File: config.mk
export PLATFORM = sky130hd
export DESIGN_NAME = bus_own_arbiter
export DESIGN_NICKNAME = d
export VERILOG_FILES = /design/src/rtl/bus_own_pkg.sv /design/src/rtl/lock_ctrl.sv /design/src/rtl/hold_ctrl.sv /design/src/rtl/halt_ctrl.sv /design/src/rtl/bus_own_arbiter.sv
export SDC_FILE = /design/constraint.sdc
export NUM_CORES = 1
export LEC_CHECK = 0
export ABC_AREA = 0
export ABC_CLOCK_PERIOD_IN_PS = 3800
export BUFFER_PORTS_ARGS = -buffer_cell sky130_fd_sc_hd__buf_2
export CORE_AREA = 3 3 40 42
export CTS_BUF_LIST = sky130_fd_sc_hd__clkbuf_8
export CTS_CLUSTER_SIZE = 8
export DETAILED_ROUTE_END_ITERATION = 7
export DIE_AREA = 0 0 43 45
export MAX_ROUTING_LAYER = met4
export SLEW_MARGIN = 5
export SYNTH_ARGS = -nofsm -noshare
export SYNTH_HDL_FRONTEND = slang
export SYNTH_SLANG_ARGS = --single-unit
export TNS_END_PERCENT = 50
File: constraint.sdc
create_clock -name clk_i -period 3.8 [get_ports clk_i]
set_input_delay 0.38 -clock clk_i [delete_from_list [all_inputs] [get_ports clk_i]]
set_output_delay 0.38 -clock clk_i [all_outputs]
set_load 0.005 [all_outputs]
File: src/rtl/bus_own_pkg.sv
package bus_own_pkg;

  typedef enum logic [1:0] {
    LK_OFF  = 2'd0,
    LK_ON   = 2'd1,
    LK_TAIL = 2'd2
  } lock_state_e;

endpackage

File: src/rtl/lock_ctrl.sv
module lock_ctrl
  import bus_own_pkg::*;
(
  input  logic clk_i,
  input  logic rst_ni,
  input  logic lock_pfx_i,
  input  logic instr_end_i,
  input  logic cyc_done_i,
  input  logic bus_busy_i,
  input  logic gnt_i,
  output logic active_o,
  output logic release_o
);

  lock_state_e state_q, state_d;
  logic        drain_ok;

  // last bus cycle finished, or nothing outstanding
  assign drain_ok = cyc_done_i | ~bus_busy_i;

  always_comb begin
    state_d   = state_q;
    release_o = 1'b0;
    unique case (state_q)
      LK_OFF: if (lock_pfx_i && !gnt_i) state_d = LK_ON;
      LK_ON: begin
        if (instr_end_i) begin
          if (drain_ok) begin
            state_d   = LK_OFF;
            release_o = 1'b1;
          end else begin
            state_d = LK_TAIL;
          end
        end
      end
      LK_TAIL: begin
        if (drain_ok) begin
          state_d   = LK_OFF;
          release_o = 1'b1;
        end
      end
      default: state_d = LK_OFF;
    endcase
  end

  always_ff @(posedge clk_i or negedge rst_ni) begin
    if (!rst_ni) state_q <= LK_OFF;
    else         state_q <= state_d;
  end

  assign active_o = (state_q != LK_OFF);

  assert_lock_after_prefix_R1: assert property (@(posedge clk_i) disable iff (!rst_ni)
    (!active_o && lock_pfx_i && !gnt_i) |=> active_o);

  assert_lock_held_until_end_R2: assert property (@(posedge clk_i) disable iff (!rst_ni)
    (state_q == LK_ON && !instr_end_i) |=> active_o);

endmodule

File: src/rtl/hold_ctrl.sv
module hold_ctrl (
  input  logic clk_i,
  input  logic rst_ni,
  input  logic hold_req_i,
  input  logic lock_pfx_i,
  input  logic cyc_done_i,
  input  logic bus_busy_i,
  input  logic lock_active_i,
  input  logic lock_release_i,
  output logic gnt_o
);

  logic gnt_q, gnt_d;
  logic pend_q, pend_d;
  logic free_grant, rel_grant;

  assign free_grant = hold_req_i & ~lock_active_i & ~lock_pfx_i
                    & (cyc_done_i | ~bus_busy_i);
  assign rel_grant  = lock_release_i & (pend_q | hold_req_i);

  always_comb begin
    if (gnt_q) gnt_d = hold_req_i;
    else       gnt_d = free_grant | rel_grant;

    pend_d = pend_q;
    if (gnt_d && !gnt_q)                          pend_d = 1'b0;
    else if (hold_req_i && lock_active_i && !gnt_q) pend_d = 1'b1;
  end

  always_ff @(posedge clk_i or negedge rst_ni) begin
    if (!rst_ni) begin
      gnt_q  <= 1'b0;
      pend_q <= 1'b0;
    end else begin
      gnt_q  <= gnt_d;
      pend_q <= pend_d;
    end
  end

  assign gnt_o = gnt_q;

  assert_no_grant_locked_R3: assert property (@(posedge clk_i) disable iff (!rst_ni)
    lock_active_i |-> !gnt_q);

  assert_pend_clear_on_grant_R4: assert property (@(posedge clk_i) disable iff (!rst_ni)
    gnt_q |-> !pend_q);

  assert_grant_follows_req_R6: assert property (@(posedge clk_i) disable iff (!rst_ni)
    (gnt_q && !hold_req_i) |=> !gnt_q);

endmodule

File: src/rtl/halt_ctrl.sv
module halt_ctrl (
  input  logic clk_i,
  input  logic rst_ni,
  input  logic halt_enter_i,
  input  logic wake_i,
  input  logic gnt_i,
  input  logic hold_req_i,
  output logic halted_o,
  output logic status_o
);

  logic halted_q, stat_q;
  logic enter_evt, rehalt_evt;

  assign enter_evt  = halt_enter_i & ~halted_q;
  // hold ends while halted: announce halt again
  assign rehalt_evt = halted_q & gnt_i & ~hold_req_i & ~wake_i;

  always_ff @(posedge clk_i or negedge rst_ni) begin
    if (!rst_ni) begin
      halted_q <= 1'b0;
      stat_q   <= 1'b0;
    end else begin
      if (wake_i)         halted_q <= 1'b0;
      else if (enter_evt) halted_q <= 1'b1;
      stat_q <= (enter_evt & ~wake_i) | rehalt_evt;
    end
  end

  assign halted_o = halted_q;
  assign status_o = stat_q;

  assert_halt_sticky_R8: assert property (@(posedge clk_i) disable iff (!rst_ni)
    (halted_q && !wake_i) |=> halted_q);

  assert_wake_clears_R10: assert property (@(posedge clk_i) disable iff (!rst_ni)
    wake_i |=> !halted_q);

endmodule

File: src/rtl/bus_own_arbiter.sv
module bus_own_arbiter (
  input  logic clk_i,
  input  logic rst_ni,
  input  logic lock_pfx_i,
  input  logic instr_end_i,
  input  logic cyc_done_i,
  input  logic bus_busy_i,
  input  logic halt_enter_i,
  input  logic wake_i,
  input  logic hold_req_i,
  output logic lock_no,
  output logic hold_gnt_o,
  output logic halted_o,
  output logic halt_status_o
);

  logic lock_active, lock_release, gnt;

  lock_ctrl u_lock (
    .clk_i       (clk_i),
    .rst_ni      (rst_ni),
    .lock_pfx_i  (lock_pfx_i),
    .instr_end_i (instr_end_i),
    .cyc_done_i  (cyc_done_i),
    .bus_busy_i  (bus_busy_i),
    .gnt_i       (gnt),
    .active_o    (lock_active),
    .release_o   (lock_release)
  );

  hold_ctrl u_hold (
    .clk_i          (clk_i),
    .rst_ni         (rst_ni),
    .hold_req_i     (hold_req_i),
    .lock_pfx_i     (lock_pfx_i),
    .cyc_done_i     (cyc_done_i),
    .bus_busy_i     (bus_busy_i),
    .lock_active_i  (lock_active),
    .lock_release_i (lock_release),
    .gnt_o          (gnt)
  );

  halt_ctrl u_halt (
    .clk_i        (clk_i),
    .rst_ni       (rst_ni),
    .halt_enter_i (halt_enter_i),
    .wake_i       (wake_i),
    .gnt_i        (gnt),
    .hold_req_i   (hold_req_i),
    .halted_o     (halted_o),
    .status_o     (halt_status_o)
  );

  assign lock_no    = ~lock_active;
  assign hold_gnt_o = gnt;

  assert_rehalt_pulse_R9: assert property (@(posedge clk_i) disable iff (!rst_ni)
    (halted_o && hold_gnt_o && !hold_req_i && !wake_i) |=> (halt_status_o && !hold_gnt_o));

  assert_reset_state_R11: assert property (@(posedge clk_i)
    !rst_ni |-> (lock_no && !hold_gnt_o && !halted_o && !halt_status_o));

endmodule

; ---- Word-level counts from Yosys, hierarchy flattened
; Cells that the tools add are included.
[totals]
regBits = 6
out_inout_bits = 4
word_cells = 52
[op_classes]
n_eq_ne = 5
muxes = 13
bitwise_logic = 19
n_reduce_logical = 10
[op_table]
columns = op, count
row1 = $and 1x1->1, 9
row2 = $mux 2, 4
row3 = $mux 1, 7
row4 = $not 1->1, 6
row5 = $pmux 2 s3, 1
row6 = $reduce_bool 2->1, 3
row7 = $logic_and 1x1->1, 4
row8 = $ne 2x1->1 const B, 2
row9 = $or 1x1->1, 4
row10 = $reduce_and 3->1, 1
row11 = $eq 2x1->1 const B, 1
row12 = $eq 2x2->1 const B, 1
row13 = $logic_not 2->1, 1
row14 = $ne 2x2->1 const B, 1
row15 = $pmux 1 s2, 1
row16 = $logic_not 1->1, 1

; ---- Logic depth before layout (Yosys ltp)
; Gate-level depths: netlist of the first run.
[depth]
word_depth = 10
ltp_mapped = 5

; ---- Modules after synthesis
; From an unflattened synthesis of the first run, not the netlist that was laid out.
[unflattened]
hier_cells = 45
hier_area_um2 = 415.4
[by_module_without_submodules]
columns = module, instances, cells_per_inst, area_per_inst_um2
row1 = lock_ctrl, 1, 24, 215.2
row2 = hold_ctrl, 1, 13, 116.4
row3 = halt_ctrl, 1, 7, 80.1
row4 = bus_own_arbiter, 1, 1, 3.8

; ---- Worst setup path after synthesis of the first run
; OpenSTA, ideal clock, no wires.
[synth_timing]
kind = register to register
from = register u_lock.state_q[1]
to = register u_lock.state_q[0]
setup_ns = 0.128
arrival_time_ns = 1.311
required_ns = 3.672
path_slack_ns = 2.362
stages_incl_launch_ff = 5
n_path_buf = 0
path_cell_list = dfrtp_1 -> inv_1 -> ha_1 -> a222oi_1 -> mux2_1
[synth_via]
elab_chain_len = 3
[synth_lines]
columns = item, line_no
row1 = "start, declared", lock_ctrl.sv:15  ; lock_state_e state_q, state_d;
row2 = "start signal, assigned", lock_ctrl.sv:48  ; else state_q <= state_d;
row3 = "$eq 2x2->1, or another cell as far along", lock_ctrl.sv:24  ; unique case (state_q)
row4 = $ne 2x1->1 (no source line) / $ne 2x2->1 (equally long branches), -
row5 = $reduce_and 3->1 (no source line), -
; Several ways; a longest one is shown, not always the timed one.
; A chain may end at the register's enable or synchronous reset.

; ---- Worst setup path in the final report of the first run
[layout_timing]
from = register u_lock.state_q[1]
to = output port lock_no
[layout_via]
elab_chain_len = 2
[layout_lines]
columns = item, line_no
row1 = $reduce_bool 2->1, lock_ctrl.sv:51  ; assign active_o = (state_q != LK_OFF);
row2 = $not 1->1, bus_own_arbiter.sv:54  ; assign lock_no = ~lock_active;
row3 = "end, declared", bus_own_arbiter.sv:11  ; output logic lock_no,
; Every way passes these cells.

==> results of run 1 <==
-- worst min-delay path by stage --
stage | endpoint | slack, ns | cells after the start
after floorplan | u_halt.halted_o | 0.08 | 0
after global placement | u_halt.halted_o | 0.21 | 1
after detailed placement | u_halt.halted_o | 0.20 | 1
after CTS | u_halt.status_o | 0.32 | 2
after global routing | u_halt.status_o | 0.33 | 2
final | u_halt.status_o | 0.32 | 2
-- registers in the layout, indices dropped and copies added, names as in the netlist --
register,count
u_hold.gnt_o,1
u_halt.status_o,1
u_halt.halted_o,1
u_hold.pend_q,1
u_lock.state_q,2
-- power groups by stage --
stage | Combinational, µW | Clock (µW) | Sequential (µW)
2_1_floorplan | 103 | 0 | 101
3_3_place_gp | 140 | 0 | 104
3_5_place_dp | 142 | 0 | 104
4_1_cts | 144 | 96.2 | 103
5_1_grt | 165 | 100 | 106
6_report | 142 | 94.3 | 103
-- area by class of cell --
type | count | area share (%)
Multi-Input combinational cell | 26 | 40.9
Timing Repair Buffer | 13 | 14.0
Clock buffer | 3 | 8.27
Inverter | 4 | 3.01
Tap cell | 15 | 3.76
Sequential cell | 6 | 30.1
-- worst reg2reg max path, stage by stage, from the launching register on --
cell and delay [ns]:
dfrtp_1 0.36, inv_1 0.10, ha_1 0.23, a222oi_1 0.36, mux2_1 0.36
-- layer usage --
layer | vias up | share of wire [%] | wire, µm | GRT usage, %
li1 | 165 | - | - | -
met1 | 151 | 39 | 266 | 8.42
met2 | 11 | 50 | 345 | 15.0
met3 | 4 | 8.1 | 56 | 5.98
met4 | 0 | 3.0 | 21 | 7.23
met5 | - | 0 | 0 | -
-- layout by cell type, fill, tap and decap left out, drive strengths merged --
cell type,count
dfrtp,6
a22o,1
nand2,1
o22ai,1
nor2,4
a211oi,1
a21oi,2
nand2b,1
a221o,1
clkbuf,3
nor2b,1
ha,4
nand4b,1
dlygate4sd3,1
a22oi,1
mux2,1
buf,12
inv,4
nor3,1
nor3b,1
a222oi,1
o211ai,1
nand3,1
or2b,1
-- metrics by stage --
stage / total power [µW] / instance area, µm² / utilization (%)
4_1_cts: 343 / 499 / 38.9
2_1_floorplan: 203 / 369 / -
3_3_place_gp: 243 / 448 / 34.9
5_1_grt: 371 / 499 / 38.9
3_5_place_dp: 246 / 448 / 34.9
6_report: 338 / 499 / 38.9
-- cells by family (layout without fill, tap and decap cells) --
kind of cell,after synthesis,in the layout,share of synthesized area [%]
mux,1,1,3.05
simple gates,12,12,19.7
buf+inv,4,20,4.07
flops,6,6,40.7
compound gates,9,9,19.0
fa+ha+maj,4,4,13.6
==> summary.md, run 1 <==
| Metric | Value |
|---|---|
| WHS | `about 0.32 ns` |
| Worst-case clock buffer depth | `2` |
| # resized after CTS | `0` |
| Async S/R FF share, synth | `between 90% and 100%` |
| P_int | `225 µW` |
| Setup violators final | `0` |
| Die Area | `about 1900 µm²` |
| DP Cell Count | `63` |
| #FFs+latches synth | `6` |
| Chip height | `45 µm` |
| Comb pwr share | `a little over two fifths` |
| Share of layout cells above drive strength 1 | `34.6%` |
| Total negative slack | `0 ns` |
| Root Driver | `clkbuf_8` |
| CP top delay family | `flip-flops` |
| Hold Violations, Final | `0` |
| Critical Path End Type | `primary output` |
| CTS tree | `built` |
| Die Wd | `~43 µm` |
| Fin crit share | `between 40% and 50%` |
| Most common library cells after synthesis | `6 x dfrtp_1, 4 x ha_1, 4 x inv_1, 4 x nor2_1, 2 x a21oi_1` |
| Std cell rows | `13` |
| Core area | `between 1000 and 1500 µm²` |
| Final Non-Filler Cells | `67` |
| Maxcap violations | `0` |
| Crit path launch type | `flop` |
| Starting DRT DRC Count | `8` |
| Placed wire-length estimate | `between 500 and 600 µm` |
| Synth Cell Area | `~370 µm²` |
| Number of antenna violations at the first check in global routing | `0` |
| Synth Net Count | `~50` |
| Slew @ Worst Pin | `between 0.2 and 0.3 ns` |
| Area of the multi-input gates | `just over 200 µm²` |
| Vias in the first global route | `300` |
| DR WL/cell | `approximately 10 µm` |
| Drt pass-1 iters | `4` |
| Yosys warning count | `0` |
| Num CTS Buffers | `3` |
| Max_slew headroom | `80.6%` |
| Gpl congestion | `about 0.71` |
| Fin. max-slew vios | `0` |
| Unrepaired setup endpoints after global routing | `no` |
| Post-CTS Hold Fix Bufs | `1` |
| Worst R2R Setup Slack | `approximately 2.3 ns` |
| Synth Flop Type | `dfrtp_1` |
| Grt total ovfl | `0` |
| Leading post-synthesis cells by cell area | `dfrtp_1 41%, ha_1 14%, inv_1 4.1%` |
| Largest net degree at the start of global routing | `7` |
| Sequential area share after synthesis | `just over 40%` |
| Minimum clock period | `~1.6 ns` |
| Worst r2r dst | `u_lock.state_q[0]` |
| Hold wc startpoint | `wake_i` |
| Critical-path cell list | `inv_1 > ha_1 > buf_2` |
| EDFF count, synth | `0` |
| Psw | `113 µW` |
| H-Tree Depth | `1` |
| Worst path depth | `3` |
| First-pass GRT wire length | `about 1.2 mm` |
| Starting density of the core | `~29%` |
| Max IR drop VDD | `between 0.0004 and 0.0005 V` |
| Sw frac | `approximately a third` |
| Most common cell in the netlist | `dfrtp_1` |
| Register Area | `~150 µm²` |
| Synth cell types | `21` |
| ANT cells | `0` |
| CP Capture Point | `lock_no` |
| Yosys top cell area share | `between 40% and 50%` |
| Seq pwr share | `30.3%` |
| Leak | `between 0.0002 and 0.00025 µW` |
| Clk network pwr share | `27.9%` |
| Critical path origin | `u_lock.state_q[1]` |
| Fmax | `642 MHz` |
| Syn-to-layout area delta | `35.3%` |
| Mapped Avg Cell Area | `10.3 µm²` |
| Pwr dens | `between 600 and 700 nW/µm²` |
| Slowest cell delay on critical path | `between 0.3 and 0.4 ns` |
| Antenna-violating nets left | `0` |
| Yosys top cell by area | `dfrtp_1` |
| Post-CTS Repair Setup Buffers | `0` |
| CP max-delay cell | `dfrtp_1` |
| Critical path buffer and inverter count | `2` |
| Status | `completed` |
| Final #Nets | `between 60 and 70` |
| Pre-CTS setup slack | `between 2 and 2.5 ns` |
| Worst-Skew Late Latency | `between 0.2 and 0.25 ns` |
| Tot GR Track Use | `about a tenth` |
| Register-to-Register Path Depth | `4` |
| Via count | `~330` |
| Clock-pin transition on the worst setup and hold timing paths | `about 0.04 ns` |
| Crit Path Category | `flop to primary output` |
| Post-Syn Instances | `36` |
| Critical register-to-register path startpoint | `u_lock.state_q[1]` |
| DRC errors left | `0` |
| Worst-path maximum fanout | `6` |
| Crit path required time | `between 3 and 4 ns` |
| I/O Buffers | `12` |
| DRT Wirelength | `690 µm` |
| Clock skew | `between 0.004 and 0.005 ns` |
| CTS sink cnt | `6` |
| Via-to-Cell Ratio | `between 4 and 5` |
| Layout filler cell count | `around 130` |
| Final setup margin | `about 2.2 ns` |
| IO Count | `13` |
| Hold crit path type | `input pin to flop` |
| Worst Path Arrival | `about 1.2 ns` |
Note: power is estimated with default switching activity, not from simulation.
==> inputs of run 2 (changes only) <==
--- a/config.mk
+++ b/config.mk
@@ -5,8 +5,8 @@
 export SDC_FILE = /design/constraint.sdc
 export NUM_CORES = 1
 export LEC_CHECK = 0
-export ABC_AREA = 0
-export ABC_CLOCK_PERIOD_IN_PS = 3800
+export ABC_AREA = 1
+export ABC_CLOCK_PERIOD_IN_PS = 1450
 export BUFFER_PORTS_ARGS = -buffer_cell sky130_fd_sc_hd__buf_2
 export CORE_AREA = 3 3 40 42
 export CTS_BUF_LIST = sky130_fd_sc_hd__clkbuf_8
==> constraint.sdc (replaced) <==
create_clock -name clk_i -period 1.45 [get_ports clk_i]
set_input_delay 0.145 -clock clk_i [delete_from_list [all_inputs] [get_ports clk_i]]
set_output_delay 0.145 -clock clk_i [all_outputs]
set_load 0.005 [all_outputs]
==> run 2 against run 1 <==
Critical path depth unchanged. Clock skew fell by 0.0024 ns. Clock power rose to 2.6 times the previous value. Final cell count grew 21%. Final area increased by 2.5%. Power increased to 2.5 times the previous value. Sequential cell count did not move. Sequential power increased to 2.6 times the previous value. Die area did not move. Clock-buffer cell count did not move. Combinational power rose by 150%. Setup slack got worse by 2.1 ns. Critical endpoint unchanged. Largest cell class unchanged.
==> summary.md, run 2 <==
| Metric | Value |
|---|---|
| Worst-case clock buffer depth | `2` |
| Most common cell in the netlist | `nand2_1` |
| CP max-delay cell | `dfrtp_1` |
| Crit Path Category | `flop to primary output` |
| EDFF count, synth | `0` |
| Fin. max-slew vios | `0` |
| Hold crit path type | `input pin to flop` |
| Yosys warning count | `0` |
| Post-Syn Instances | `50` |
| Most common library cells after synthesis | `13 x nand2_1, 11 x inv_1, 6 x dfrtp_1` |
| # resized after CTS | `0` |
| Yosys top cell area share | `a little under 40%` |
| Setup violators final | `0` |
| Layout filler cell count | `around 140` |
| Starting DRT DRC Count | `10` |
| Synth Cell Area | `382 µm²` |
| DRC errors left | `0` |
| Largest register FFs | `2` |
| Final setup margin | `~0.19 ns` |
| Most common cell after layout, fill and taps aside | `nand2_1` |
| Grt total ovfl | `0` |
| First-pass GRT wire length | `~1.2 mm` |
| DRT Wirelength | `between 700 and 800 µm` |
| Final Non-Filler Cells | `81` |
| DP Cell Count | `77` |
| Leak | `0.000299 µW` |
| Worst-Skew Late Latency | `roughly 0.22 ns` |
| Register Area | `around 150 µm²` |
| Die Area | `around 1900 µm²` |
| Commonest cells after routing, fill and taps aside | `13 x nand2_1, 12 x buf_2, 11 x inv_1` |
| Fmax | `794 MHz` |
| Synth Flop Type | `dfrtp_1` |
| Num CTS Buffers | `3` |
| Yosys top cell by area | `dfrtp_1` |
| Via-to-Cell Ratio | `4.22` |
| Clock skew | `around 0.0022 ns` |
| Crit path required time | `between 1 and 1.5 ns` |
| Clock-pin transition on the worst setup and hold timing paths | `about 0.040 ns` |
| Critical Path End Type | `primary output` |
| Leading post-synthesis cells by cell area | `dfrtp_1 39%, ha_1 13%, nand2_1 13%` |
| Share of layout cells above drive strength 1 | `a little under a third` |
| Std cell rows | `13` |
| CTS sink cnt | `6` |
| I/O Buffers | `12` |
| Worst Path Arrival | `~1.1 ns` |
| Chip height | `45 µm` |
| Largest net degree at the start of global routing | `7` |
| ANT cells | `0` |
| #FFs+latches synth | `6` |
| Pwr dens | `1670 nW/µm²` |
| Post-CTS Hold Fix Bufs | `1` |
| Mapped Avg Cell Area | `between 7 and 8 µm²` |
| Gpl congestion | `0.698` |
| Final #Nets | `81` |
| Via count | `342` |
| Fin crit share | `between 80% and 90%` |
| H-Tree Depth | `1` |
| Max IR drop VDD | `roughly 0.00056 V` |
| Crit path launch type | `flop` |
| Drt pass-1 iters | `4` |
| Tot GR Track Use | `about 8.9%` |
| Max_slew headroom | `between 80% and 90%` |
| Root Driver | `clkbuf_8` |
| Vias in the first global route | `about 340` |
| DR WL/cell | `about 9.0 µm` |
| Status | `completed` |
| Core area | `1280 µm²` |
| Worst-path maximum fanout | `4` |
| Starting density of the core | `29.7%` |
| IO Count | `13` |
| Async S/R FF share, synth | `100%` |
| Placed wire-length estimate | `approximately 650 µm` |
| Hold Violations, Final | `0` |
| Antenna-violating nets left | `0` |
| Most flop-heavy register | `u_lock.state_q` |
| Critical-path cell list | `inv_1 > ha_1 > buf_2` |
| Synth Net Count | `63` |
| Syn-to-layout area delta | `34.1%` |
| Number of antenna violations at the first check in global routing | `0` |
| Post-CTS Repair Setup Buffers | `0` |
| Sequential area share after synthesis | `between 30% and 40%` |
| Total negative slack | `0 ns` |
| Slew @ Worst Pin | `0.169 ns` |
| Pre-CTS setup slack | `roughly 0.28 ns` |
| Die Wd | `approximately 43 µm` |
| Maxcap violations | `0` |
| Unrepaired setup endpoints after global routing | `no` |
| CTS tree | `built` |
| Area of the multi-input gates | `between 150 and 200 µm²` |
| Minimum clock period | `between 1 and 1.5 ns` |
| Slowest cell delay on critical path | `between 0.3 and 0.4 ns` |
| Synth cell types | `16` |
-- run 2: cell types whose count changed after synthesis, moves of 2 or more --
cell     previous run  this run
inv_1               4        11
nand3_1             1         4
nand2_1             1        13
nor2_2              0         2
nor2_1              4         1
-- run 2: layer usage --
layer  GRT usage (%)  up-vias  share of wire (%)
li1                -      184                  -
met3            2.39        0                4.7
met1            10.0      149                 47
met4            7.23        0                  0
met2            13.2        9                 48
met5               -        -                  0
-- run 2: final cells by class --
type | count | area share, %
sequential | 6 | 29.3
inverter | 12 | 8.80
multi-input combinational | 32 | 36.4
timing repair buffer | 13 | 13.7
clock buffer | 3 | 8.07
tap | 15 | 3.67
-- run 2: kinds of logic (layout without fill, tap and decap cells) --
kind of cell | count (synthesis) | after routing | share of synthesized area [%]
AO/OA/AOI/OAI | 6 | 6 | 10.5
adder cells (fa/ha/maj) | 4 | 4 | 13.1
buffers and inverters | 12 | 28 | 11.8
flip-flops | 6 | 6 | 39.3
AND/OR/NAND/NOR | 22 | 22 | 25.2
-- run 2: metrics by stage --
step | instance area [µm²] | power [µW] | hold slack, ns | utilization (%)
finish | 512 | 855 | 0.168 | 39.8
global route | 512 | 934 | 0.190 | 39.8
CTS | 512 | 870 | 0.169 | 39.8
detailed placement | 460 | 619 | -0.0252 | 35.8
floorplan | 382 | 509 | -0.151 | -
global placement | 460 | 614 | -0.0257 | 35.8
-- run 2: report_power, final --
part | internal (µW) | switching [µW] | leakage, µW
Sequential | 220 | 44.4 | 0.0000754
Combinational | 144 | 206 | 0.000202
Clock | 178 | 63.4 | 0.0000216
-- run 2: worst max-delay path, delay by kind of cell (launching register included) --
kind | cells | cell delay, ns
buffers and inverters | 2 | 0.26
adders and majority gates | 1 | 0.25
DFF | 1 | 0.39
-- run 2: path summary, 6_finish.rpt --
| check | depth (start not counted) | start | endpoint | slack [ns] |
|---|---|---|---|---|
| min in group asynchronous | 2 | rst_ni | u_halt.status_o | 0.28 |
| worst min register to register | 1 | u_halt.halted_o | u_halt.status_o | 0.48 |
| worst min-delay path | 3 | halt_enter_i | u_halt.halted_o | 0.17 |
| worst max register to register | 6 | u_lock.state_q[0] | u_lock.state_q[0] | 0.29 |
| worst max-delay path | 3 | u_lock.state_q[0] | lock_no | 0.19 |
| max in group asynchronous | 2 | rst_ni | u_hold.pend_q | 1.03 |
